## config.mk

```make
export PLATFORM = sky130hd
export DESIGN_NAME = pic_preempt_top
export DESIGN_NICKNAME = d
export VERILOG_FILES = /design/src/rtl/pic_pkg.sv /design/src/rtl/pic_chain_arb.sv /design/src/rtl/pic_pri_stack.sv /design/src/rtl/pic_preempt_top.sv
export SDC_FILE = /design/constraint.sdc
export NUM_CORES = 1
export LEC_CHECK = 0
export ABC_AREA = 1
export BUFFER_PORTS_ARGS = -buffer_cell sky130_fd_sc_hd__buf_2
export CELL_PAD_IN_SITES_DETAIL_PLACEMENT = 1
export CELL_PAD_IN_SITES_GLOBAL_PLACEMENT = 1
export CORE_UTILIZATION = 37
export CTS_CLUSTER_DIAMETER = 50
export DETAILED_ROUTE_END_ITERATION = 10
export PLACE_DENSITY_LB_ADDON = 0.25
export SLEW_MARGIN = 0
export SYNTH_ARGS = -nofsm -noshare
export SYNTH_HDL_FRONTEND = slang
export SYNTH_HIERARCHICAL = 1
export SYNTH_SLANG_ARGS = --single-unit
export TNS_END_PERCENT = 100
```

## constraint.sdc

```tcl
create_clock -name clk -period 9 [get_ports clk]
set_input_delay 1.35 -clock clk [delete_from_list [all_inputs] [get_ports clk]]
set_output_delay 1.35 -clock clk [all_outputs]
set_load 0.01 [all_outputs]
```

## src/rtl/pic_pkg.sv

```systemverilog
package pic_pkg;
  localparam int DEF_NUM_DEV = 8;
  localparam int DEF_LVL_W   = 3;
  localparam int DEF_VEC_W   = 8;

  // Operation applied to the priority stack in one cycle
  typedef enum logic [1:0] {
    STK_HOLD = 2'd0,
    STK_PUSH = 2'd1,
    STK_POP  = 2'd2,
    STK_SWAP = 2'd3   // pop then push in the same cycle
  } stk_op_e;
endpackage

```

## src/rtl/pic_chain_arb.sv

```systemverilog
module pic_chain_arb #(
  parameter int NUM_DEV = pic_pkg::DEF_NUM_DEV,
  parameter int LVL_W   = pic_pkg::DEF_LVL_W,
  localparam int DEV_W  = (NUM_DEV > 1) ? $clog2(NUM_DEV) : 1
) (
  input  logic [NUM_DEV-1:0]       req,
  input  logic [NUM_DEV*LVL_W-1:0] levels,
  output logic [LVL_W-1:0]         win_lvl,
  output logic [DEV_W-1:0]         win_idx
);
  logic [LVL_W-1:0] lvl_a [NUM_DEV];

  // Requests on level 0 are masked to level 0 and so never beat anything
  for (genvar g = 0; g < NUM_DEV; g++) begin : g_unpack
    assign lvl_a[g] = req[g] ? levels[g*LVL_W +: LVL_W] : '0;
  end

  // Strict compare keeps the earlier (lower index) device on ties: chain order
  always_comb begin
    win_lvl = '0;
    win_idx = '0;
    for (int i = 0; i < NUM_DEV; i++) begin
      if (lvl_a[i] > win_lvl) begin
        win_lvl = lvl_a[i];
        win_idx = DEV_W'(i);
      end
    end
  end
endmodule

```

## src/rtl/pic_pri_stack.sv

```systemverilog
module pic_pri_stack #(
  parameter int LVL_W  = pic_pkg::DEF_LVL_W,
  localparam int DEPTH = 1 << LVL_W,
  localparam int SP_W  = LVL_W + 1
) (
  input  logic             clk,
  input  logic             rst,
  input  pic_pkg::stk_op_e op,
  input  logic [LVL_W-1:0] push_val,
  output logic [LVL_W-1:0] top_val,
  output logic             empty
);
  import pic_pkg::*;

  logic [LVL_W-1:0] mem [DEPTH];
  logic [SP_W-1:0]  sp;
  logic [SP_W-1:0]  sp_m1;
  logic [LVL_W-1:0] wr_addr;
  logic             wr_en;

  assign sp_m1   = sp - SP_W'(1);
  assign empty   = (sp == '0);
  assign top_val = mem[sp_m1[LVL_W-1:0]];
  assign wr_en   = (op == STK_PUSH) || (op == STK_SWAP);
  assign wr_addr = (op == STK_SWAP) ? sp_m1[LVL_W-1:0] : sp[LVL_W-1:0];

  // Storage without reset so it can map to distributed RAM
  always_ff @(posedge clk) begin
    if (wr_en) mem[wr_addr] <= push_val;
  end

  always_ff @(posedge clk) begin
    if (rst) begin
      sp <= '0;
    end else begin
      case (op)
        STK_PUSH: sp <= sp + SP_W'(1);
        STK_POP:  sp <= sp_m1;
        default:  sp <= sp;
      endcase
    end
  end
endmodule

```

## src/rtl/pic_preempt_top.sv

```systemverilog
module pic_preempt_top #(
  parameter int NUM_DEV  = pic_pkg::DEF_NUM_DEV,
  parameter int LVL_W    = pic_pkg::DEF_LVL_W,
  parameter int VEC_W    = pic_pkg::DEF_VEC_W,
  parameter int VEC_BASE = 32,
  localparam int DEV_W   = (NUM_DEV > 1) ? $clog2(NUM_DEV) : 1
) (
  input  logic                     clk,
  input  logic                     rst,
  input  logic [NUM_DEV-1:0]       irq_req,
  input  logic [NUM_DEV*LVL_W-1:0] dev_level,
  input  logic                     boundary,
  input  logic                     ret,
  output logic                     take,
  output logic [DEV_W-1:0]         take_dev,
  output logic [VEC_W-1:0]         take_vec,
  output logic [LVL_W-1:0]         cur_pri,
  output logic                     stack_err
);
  import pic_pkg::*;

  logic [LVL_W-1:0] arb_lvl;
  logic [DEV_W-1:0] arb_idx;
  logic [LVL_W-1:0] stk_top;
  logic             stk_empty;
  logic             pop_ok;
  logic             ret_bad;
  logic [LVL_W-1:0] pri_eff;
  logic             take_now;
  stk_op_e          stk_op;

  pic_chain_arb #(.NUM_DEV(NUM_DEV), .LVL_W(LVL_W)) u_arb (
    .req     (irq_req),
    .levels  (dev_level),
    .win_lvl (arb_lvl),
    .win_idx (arb_idx)
  );

  pic_pri_stack #(.LVL_W(LVL_W)) u_stk (
    .clk      (clk),
    .rst      (rst),
    .op       (stk_op),
    .push_val (pri_eff),
    .top_val  (stk_top),
    .empty    (stk_empty)
  );

  // Return is resolved first; arbitration sees the restored priority
  assign pop_ok   = ret & ~stk_empty;
  assign ret_bad  = ret & stk_empty;
  assign pri_eff  = pop_ok ? stk_top : cur_pri;
  assign take_now = boundary && (arb_lvl > pri_eff);

  always_comb begin
    case ({take_now, pop_ok})
      2'b10:   stk_op = STK_PUSH;
      2'b01:   stk_op = STK_POP;
      2'b11:   stk_op = STK_SWAP;
      default: stk_op = STK_HOLD;
    endcase
  end

  always_ff @(posedge clk) begin
    if (rst) begin
      take      <= 1'b0;
      take_dev  <= '0;
      take_vec  <= '0;
      cur_pri   <= '0;
      stack_err <= 1'b0;
    end else begin
      take      <= take_now;
      stack_err <= ret_bad;
      cur_pri   <= take_now ? arb_lvl : pri_eff;
      if (take_now) begin
        take_dev <= arb_idx;
        take_vec <= VEC_W'(VEC_BASE) + VEC_W'(arb_idx);
      end
    end
  end
endmodule

```

## After elaboration in Yosys (flattened, before gate mapping)

Memories as Yosys holds them, arrays and structs flattened.
Index checks and enable logic that the tools add are counted.

| word-level totals | value |
|---|---|
| word-level logic and storage cells | 62 |
| bits in latches | 0 |
| input port bits | 36 |
| register bits after elaboration | 20 |
| memories | 1 |
| memory bits (read-only) | 0 |
| memory bits (writable) | 24 |

Memory list:

| memory | depth | bits a word | rd ports | clocked after Yosys merged registers in | write ports | RTL line | text |
|---|---|---|---|---|---|---|---|
| u_stk.mem | 8 | 3 | 1 | 0 | 1 | pic_pri_stack.sv:15 | `logic [LVL_W-1:0] mem [DEPTH];` |

| cells by class | value |
|---|---|
| $lt $le $gt $ge | 9 |
| divide/modulo/power cells | 0 |
| multiply operators | 0 |
| reductions and logical operators | 4 |
| shifts and indexed selects | 0 |
| add/subtract/negate cells | 3 |
| equality and inequality tests | 6 |
| bitwise logic cells | 3 |
| mux-type cells | 30 |

Operators with widths:

| operator | number |
|---|---|
| 2-to-1 mux 3 bit | 23 |
| greater-than comparator 3 bit | 8 |
| == test 2 bit, second input constant | 4 |
| case mux 4 bit (2 select lines) | 1 |
| adder 6 x 3 -> 7 bit, first input constant | 1 |
| case mux 2 bit (3 select lines) | 1 |
| adder 4 x 1 -> 4 bit, second input constant | 1 |
| == test 2 x 1 -> 1 bit, second input constant | 2 |
| logical NOT 4 bit | 1 |
| 2-to-1 mux 2 bit | 2 |
| subtractor 4 x 1 -> 4 bit, second input constant | 1 |
| greater-than comparator 3 x 1 -> 1 bit, second input constant | 1 |
| 2-to-1 mux 1 bit | 3 |
| bitwise AND 1 bit | 2 |
| nonzero test 2 bit | 1 |
| logical AND 1 bit | 1 |
| logical OR 1 bit | 1 |
| inverter 1 bit | 1 |

## Logic depth before layout (Yosys ltp)

Gate-level depths: netlist (run 1).

| logic depth | value |
|---|---|
| depth after elaboration | 25 |
| mapped depth | 72 |

## By module

The synthesis (run 1) kept the hierarchy.

Modules (own cells, without submodules):

| module | cells each | area each (um2) | instances | seq. area each (um2) |
|---|---|---|---|---|
| pic_pri_stack | 154 | 1,388.8 | 1 | 800.8 |
| pic_chain_arb | 186 | 1,066.0 | 1 | 0.0 |
| pic_preempt_top | 83 | 549.3 | 1 | 180.2 |

## Worst setup path before layout (run 1)

OpenSTA, ideal clock, no wires.

| timing | value |
|---|---|
| path kind | input -> register |
| start point | input dev_level[5] |
| end point | memory u_stk/mem[0][0] (netlist name), enable pin |
| buffers on the path | 0 |
| setup slack | -0.244 ns |
| required time | 8.681 ns |
| data arrival time | 8.925 ns |
| library setup time | 0.319 ns |
| cell stages on the path | 60 |
| cell sequence | nand2_1 -> inv_1 -> ha_1 -> a21oi_2 -> nand2_2 -> nand2_2 -> nand2_2 -> and2_1 -> ha_1 -> nand2_1 -> o21ai_2 -> nand2_2 -> nand3_2 -> nand2_1 -> ha_1 -> nand2_1 -> nor2_1 -> nor2_1 -> [... 24 more ...] -> a31oi_1 -> nand2_1 -> and2_1 -> ha_1 -> inv_1 -> o21ai_1 -> inv_1 -> nand2_1 -> nand2_1 -> ha_1 -> nand2_1 -> nand2_1 -> nor2_2 -> nor2_8 -> ha_1 -> xnor2_1 -> o21ai_0 -> nor2_1 |

| between the ends | value |
|---|---|
| word-level cells in the longest chain between the ends | 23 |

Ends and longest elaborated chain:

| item | RTL line | text |
|---|---|---|
| from (decl) | pic_preempt_top.sv:11 | `input logic [NUM_DEV*LVL_W-1:0] dev_level,` |
| 2-to-1 mux 3 bit (*) | pic_chain_arb.sv:15 | `assign lvl_a[g] = req[g] ? levels[g*LVL_W +: LVL_W] : '0;` |
| greater-than comparator 3 bit | pic_chain_arb.sv:23 | `if (lvl_a[i] > win_lvl) begin` |
| 2-to-1 mux 3 bit (*) | pic_chain_arb.sv:23 |  |
| greater-than comparator 3 bit | pic_chain_arb.sv:23 |  |
| 2-to-1 mux 3 bit (*) | pic_chain_arb.sv:23 |  |
| greater-than comparator 3 bit | pic_chain_arb.sv:23 |  |
| 2-to-1 mux 3 bit (*) | pic_chain_arb.sv:23 |  |
| greater-than comparator 3 bit | pic_chain_arb.sv:23 |  |
| [... 7 more ...] | - |  |
| net arb_lvl[2] | pic_preempt_top.sv:22 | `logic [LVL_W-1:0] arb_lvl;` |
| [... 1 more ...] | - |  |
| logical AND 1 bit (*) | pic_preempt_top.sv:52 | `assign take_now = boundary && (arb_lvl > pri_eff);` |
| == test 2 bit / == test 2 x 1 -> 1 bit (equally long branches) | pic_preempt_top.sv:55 | `case ({take_now, pop_ok})` |
| case mux 2 bit (3 select lines) (*) | pic_preempt_top.sv:55 |  |
| net stk_op[0] | pic_preempt_top.sv:30 | `stk_op_e stk_op;` |
| == test 2 x 1 -> 1 bit / == test 2 bit (equally long branches) | pic_pri_stack.sv:24, pic_pri_stack.sv:25 |  |
| logical OR 1 bit | pic_pri_stack.sv:24 | `assign wr_en = (op == STK_PUSH) \|\| (op == STK_SWAP);` |
| 2-to-1 mux 1 bit | pic_pri_stack.sv:29 | `if (wr_en) mem[wr_addr] <= push_val;` |
| 2-to-1 mux 1 bit (implied by the code) | pic_pri_stack.sv:29 |  |
| to (decl) | pic_pri_stack.sv:15 |  |

The timed path passes the listed nets; every way through them passes the cells marked *.

## Final worst setup path (run 1)

| timing | value |
|---|---|
| start point | input dev_level[5] |
| end point | memory u_stk/mem[5][1] (netlist name), enable pin |

Same word-level chain as after synthesis.

==> results.ini, run 1 <==
[timing]
final.setup_skew_ns = 0.0172
maxSlewHeadroom_pct = 37.3
worstMarginPinSlew_ns = 0.934
finalCritPeriodShare_pct = 111
post-route-worst-setup-slack_ns = -0.986
fin_crit_ns = 9.99
fmax_mhz = 100
rsz0062_at_grt = true
setup-violations-final = 36
drv_slew = 0
finalHoldViolCount = 0

[worst_setup_path]
end_kind = register
crit_slowest_cell = ha_4
slowest_delay_ns = 0.30
critPathLaunchType = input port
crit_fanout = 6
worstPathRequired_ns = 9.03
worstPathArrival_ns = 10.01
cpMostUsedCell = nand2_4
path_buf_inv = 12
crit_family = simple AND/OR/NAND/NOR gates
criticalPathCategory = input port to register

[die]
io_pins = 52
die_h_um = 92.1
die-area_um2 = 8480
row_count = 32
fp.dieW_um = 92.1
start_util_pct = 38.5
core_um2 = 7810

[global_routing]
grt_pass1_vias = 4096
grt_pass1_wl_um = 20600
antenna_found_initial = 0
grt_max_degree = 17
overflow = 0
grt.total_usage_pct = 32.2

[logic_synthesis]
syn_area_um2 = 3000
yosysUniqueCellTypes = 32
avgSynthCellArea_um2 = 7.10
syn_inst = 423
ys_warn_count = 6
ys_ff_latch = 37
synth_seq_area_share_pct = 32.7

[routing]
drt_iter0_markers = 367
route.met2.wl_um = 9050
routed.top_layer = met4
wl_met3_um = 1150
drt_wl_total_um = 18600
ant_nets = 0
wl_met1_um = 6800
firstDrtPassIters = 5
drc = 0
avgRoutedWirePerCell_um = 26.4
viasPerCell = 5.76
vias = 4045

[clock_tree]
clockBufferDepth = 2
htree_levels = 2
cts_tree = done
clk_pin_slew_worst_paths_ns = 0.10
clock_latency_ns = 0.31
cts_buffers = 5
clock_sinks = 37
clock-root-buffer = clkbuf_8

[run]
cap_violations = 0

[placement]
dp_hpwl_um = 6660
globalplace.congestion = 0.801
portBuffers = 47
dpl.cell_count = 629

[cells_and_area]
multi_input_area_um2 = 2590
area_growth_pct = 79.3
seqCellArea_um2 = 981
num_antenna_cells = 0
final_nets = 664
utilization_pct = 69.0
drive_gt1_share_pct = 57.0
n_fill_cell = 898
finalNonFillerCells = 702

[outcome]
violations = setup timing
status = finished, violations left

[hold_path]
hold_path_class = register to register

==> path summary, 6_finish.rpt <==
kind                       startpoint  depth (start not counted)                        end  slack, ns
max                      dev_level[5]                         66  u_stk/mem[5][1]$_DFFE_PP_      -0.99
min          take_vec[5]$_SDFFE_PP0P_                          2   take_vec[5]$_SDFFE_PP0P_       0.55
max reg2reg  u_stk/sp[0]$_SDFFE_PP0P_                         22  u_stk/mem[5][1]$_DFFE_PP_       3.37
min reg2reg  take_vec[5]$_SDFFE_PP0P_                          2   take_vec[5]$_SDFFE_PP0P_       0.55
==> state kept, by name, indices dropped and copies added (netlist names) <==
name and count:
cur_pri 3, stack_err 1, u_stk/mem 24, take 1, take_dev 2, u_stk/sp 4, take_vec 2
==> placed cells by master (no fill, tap or decap), types with 5 or more instances in the layout <==
master and n:
ha_4 21, inv_1 43, buf_4 118, nor2_4 17, inv_2 15, buf_2 44, nand3_4 9, edfxtp_1 24
dfxtp_1 13, clkbuf_8 5, nand3_1 16, nand3_2 12, nand2_1 85, buf_6 13, o21ai_0 15, nand2_2 23
nor2_1 37, nand2_4 24, ha_1 6, inv_4 5, and2_4 7
==> cell type report <==
cell class	count	area share, %
Multi-Input combinational cell	314	48.2
Timing Repair Buffer	177	23.9
Sequential cell	37	18.2
Inverter	64	4.79
Tap cell	102	2.37
Clock buffer	5	1.28
Clock inverter	3	1.28
==> routing by layer <==
metal	vias up	global-route usage (%)
li1	1686	-
met1	1972	29.5
met2	269	62.6
met3	118	5.89
met4	0	23.2
met5	-	0
==> cell families (layout without fill, tap and decap cells) <==
| logic type | Yosys count | after routing | share of synthesized area, % |
|---|---|---|---|
| adder cells (fa/ha/maj) | 29 | 29 | 12.1 |
| AND/OR/NAND/NOR | 242 | 242 | 36.7 |
| AO/OA/AOI/OAI | 37 | 37 | 7.00 |
| flip-flops | 37 | 37 | 32.7 |
| XOR/XNOR | 2 | 2 | 0.583 |
| other | 1 | 4 | 0.125 |
| buffers and inverters | 75 | 249 | 10.9 |
==> worst register-to-register path: stages (launching register included) <==
cell and delay [ns]:
dfxtp_1 0.85, inv_2 0.33, ha_1 0.66, inv_1 0.22, nor2_1 0.16, o21ai_0 0.11
nand2_1 0.11, nand2_1 0.07, nand2_1 0.10, inv_1 0.05, o21ai_1 0.73, inv_1 0.20
ha_4 0.37, buf_4 0.14, nand3_4 0.09, nand2_4 0.10, nor2_8 0.05, ha_4 0.20
buf_4 0.15, o21ai_4 0.20, nand2_2 0.13, nor2_1 0.15, buf_4 0.18
==> repair_timing <==
action | in CTS | in global routing
endpoints found under the setup margin | 29 | 36
buffers inserted | 43 | 24
hold buffers | 0 | 0
pin swaps | 53 | 73
resized for setup | 90 | 110
==> cells in the mapped netlist (all sizes together) <==
cell type,instances,area (um^2)
nand3b,2,15.0
buf,10,80.1
nor3,1,5.00
a21boi,1,11.3
nand2,133,527
conb,1,3.75
o21bai,1,7.51
clkbuf,1,5.00
nand4,2,12.5
nor2,59,243
a31oi,4,25.0
o21ai,25,129
nand3,37,250
and2,8,50.1
xnor2,1,8.76
ha,29,363
dfxtp,13,260
xor2,1,8.76
inv,63,236
a21oi,6,37.5
clkinv,1,5.00
edfxtp,24,721
==> through the flow <==
| stage | setup TNS (ns) | setup slack [ns] | cell area (um^2) | hold WS [ns] |
|---|---|---|---|---|
| 2_1_floorplan | 0 | 0.0145 | 3060 | 0.496 |
| 3_3_place_gp | -12.09 | -0.468 | 3830 | 0.448 |
| 3_5_place_dp | -26.51 | -0.941 | 3830 | 0.472 |
| 4_1_cts | -0.133 | -0.0256 | 4730 | 0.498 |
| 5_1_grt | -34.69 | -1.14 | 5390 | 0.564 |
| 6_report | -29.09 | -0.986 | 5390 | 0.545 |
Power of run 1 is left out: the tool's default activity adds up to more than one toggle a clock period on the data nets, which glitch-free logic cannot reach.
==> run 2, diff against run 1 <==
--- a/config.mk
+++ b/config.mk
@@ -12,7 +12,7 @@
 export CORE_UTILIZATION = 37
 export CTS_CLUSTER_DIAMETER = 50
 export DETAILED_ROUTE_END_ITERATION = 10
-export PLACE_DENSITY_LB_ADDON = 0.25
+export PLACE_DENSITY = 0.8
 export SLEW_MARGIN = 0
 export SYNTH_ARGS = -nofsm -noshare
 export SYNTH_HDL_FRONTEND = slang
==> run 2 against run 1 <==
  * The run still ends with setup timing left
  * Die area unchanged
  * Fmax increased by 1.0%
  * Cell count decreased by 0.71%
  * Utilization decreased by 2.1 points
  * Via count decreased by 2.6%
  * Global-route usage increased by 0.91 points
  * Register-to-register slack improved by 0.29 ns
  * Worst setup slack improved by 0.10 ns
  * Clock skew decreased by 0.0090 ns
  * Wire length decreased by 5.0%
  * Clock-buffer cell count unchanged
  * Critical endpoint is now u_stk/mem[1][1]$_DFFE_PP_
==> results.ini, run 2 (synthesized netlist as in run 1, its figures left out) <==
[clock_tree]
clk_pin_slew_worst_paths_ns = 0.08
cts_tree = done
cts_hold_buf = 0
htree_levels = 2
clock_sinks = 37
clock_latency_ns = 0.30
clock-root-buffer = clkbuf_8
clockBufferDepth = 2
cts_buffers = 5

[cells_and_area]
reg_top3 = u_stk/mem x24, u_stk/sp x4, cur_pri x3
utilization_pct = 66.9
top_register = u_stk/mem
num_antenna_cells = 0
drive_gt1_share_pct = 57.0
area_growth_pct = 73.9
n_fill_cell = 921
final_common_cell = buf_4
final_nets = 659
final_cell_mix = 117 x buf_4, 84 x nand2_1, 43 x nor2_1, 43 x buf_2, 41 x inv_1
largest_reg_flops = 24

[global_routing]
grt.total_usage_pct = 33.1
grt_max_degree = 17
grt_pass1_wl_um = 21300
use_met2_pct = 66.2
antenna_found_initial = 0
met1_usage_pct = 30.8
grt_busiest_layer = met2
grt_pass1_vias = 4166
grtUsageMet3_pct = 4.56
overflow = 0

[timing]
maxSlewHeadroom_pct = 42.6
finalHoldViolCount = 0
post-route-worst-setup-slack_ns = -0.884
setup-violations-final = 36
fin_crit_ns = 9.88
final.setup_skew_ns = 0.00823
worstMarginPinSlew_ns = 0.855
tns_ns = -24.58
drv_slew = 0
finalCritPeriodShare_pct = 110
rsz0062_at_grt = true
fmax_mhz = 101

[worst_setup_path]
crit_path_start = dev_level[5]
r2r-end = u_stk/mem[1][1]$_DFFE_PP_
worstPathRequired_ns = 9.00
end_kind = register
crit_fanout = 6
critPathLaunchType = input port
rrSetupSlack_ns = 3.66
crit_slowest_cell = ha_1
cpMostUsedCell = nand2_4
r2r-start = u_stk/sp[0]$_SDFFE_PP0P_
worstPathArrival_ns = 9.89
slowest_delay_ns = 0.30
crit_end = u_stk/mem[1][1]$_DFFE_PP_
r2r_cells = 22
criticalPathCategory = input port to register

[routing]
drt_iter0_markers = 191
avgRoutedWirePerCell_um = 25.3
vias = 3938
drc = 0
drt_wl_total_um = 17600
ant_nets = 0
firstDrtPassIters = 6
viasPerCell = 5.65

[outcome]
status = finished, violations left
violations = setup timing

[placement]
portBuffers = 47
dp_hpwl_um = 6950
globalplace.congestion = 0.781

[die]
row_count = 32
core_um2 = 7810
start_util_pct = 38.5
io_pins = 52
die-area_um2 = 8480
die_h_um = 92.1
fp.dieW_um = 92.1

[hold_path]
hold_path_class = register to register

[run]
cap_violations = 0

==> run 2: cell count changes in the layout (fill, tap and decap cells not counted), sizes merged <==
cell,change
buf,-5
bufinv,-2
clkinv,+3
inv,-1
==> run 2: worst min-delay path by stage <==
| stage | startpoint | to | slack [ns] | cells after the start |
|---|---|---|---|---|
| 2_1_floorplan | u_stk/sp[3]$_SDFFE_PP0P_ | stack_err$_SDFF_PP0_ | 0.50 | 3 |
| 3_3_place_gp | take_vec[5]$_SDFFE_PP0P_ | take_vec[5]$_SDFFE_PP0P_ | 0.46 | 2 |
| 3_5_place_dp | take_vec[5]$_SDFFE_PP0P_ | take_vec[5]$_SDFFE_PP0P_ | 0.47 | 2 |
| 4_1_cts | take_vec[5]$_SDFFE_PP0P_ | take_vec[5]$_SDFFE_PP0P_ | 0.48 | 2 |
| 5_1_grt | take_vec[5]$_SDFFE_PP0P_ | take_vec[5]$_SDFFE_PP0P_ | 0.60 | 2 |
| 6_report | take_vec[5]$_SDFFE_PP0P_ | take_vec[5]$_SDFFE_PP0P_ | 0.56 | 2 |
==> run 2: critical path, delay by kind of cell <==
kind            cells  cell delay (ns)
simple gates       35             3.69
buf+inv            13             1.21
compound gates      9             1.46
fa+ha+maj           9             2.15
==> run 2: area by class of cell <==
type	count	area [um^2]	share of cell area (%)
Multi-Input combinational cell	314	2530	48.5
Inverter	64	265	5.08
Tap cell	102	128	2.44
Clock inverter	3	17.5	0.335
Sequential cell	37	981	18.8
Timing Repair Buffer	172	1230	23.6
Clock buffer	5	68.8	1.32
==> run 2: per-stage QoR <==
stage	worst slack, ns	hold slack [ns]	area, um^2	cells
after floorplan	0.0145	0.496	3060	426
after global placement	-0.446	0.458	3820	628
after detailed placement	-0.937	0.466	3820	628
after CTS	0.00753	0.485	4760	680
after global routing	-1.01	0.599	5220	697
final	-0.884	0.565	5220	697
==> run 2: metal layers <==
layer	up-vias	wire [um]
met5	-	0
met2	225	9020
met1	1907	5950
met3	128	951
li1	1678	-
met4	0	1700
==> run 2: timing repair <==
action	in CTS	in global routing
setup buffers	44	17
setup endpoints to repair	28	36
pin swaps	62	62
resized for setup	108	87
Power of run 2 is left out for the same reason.
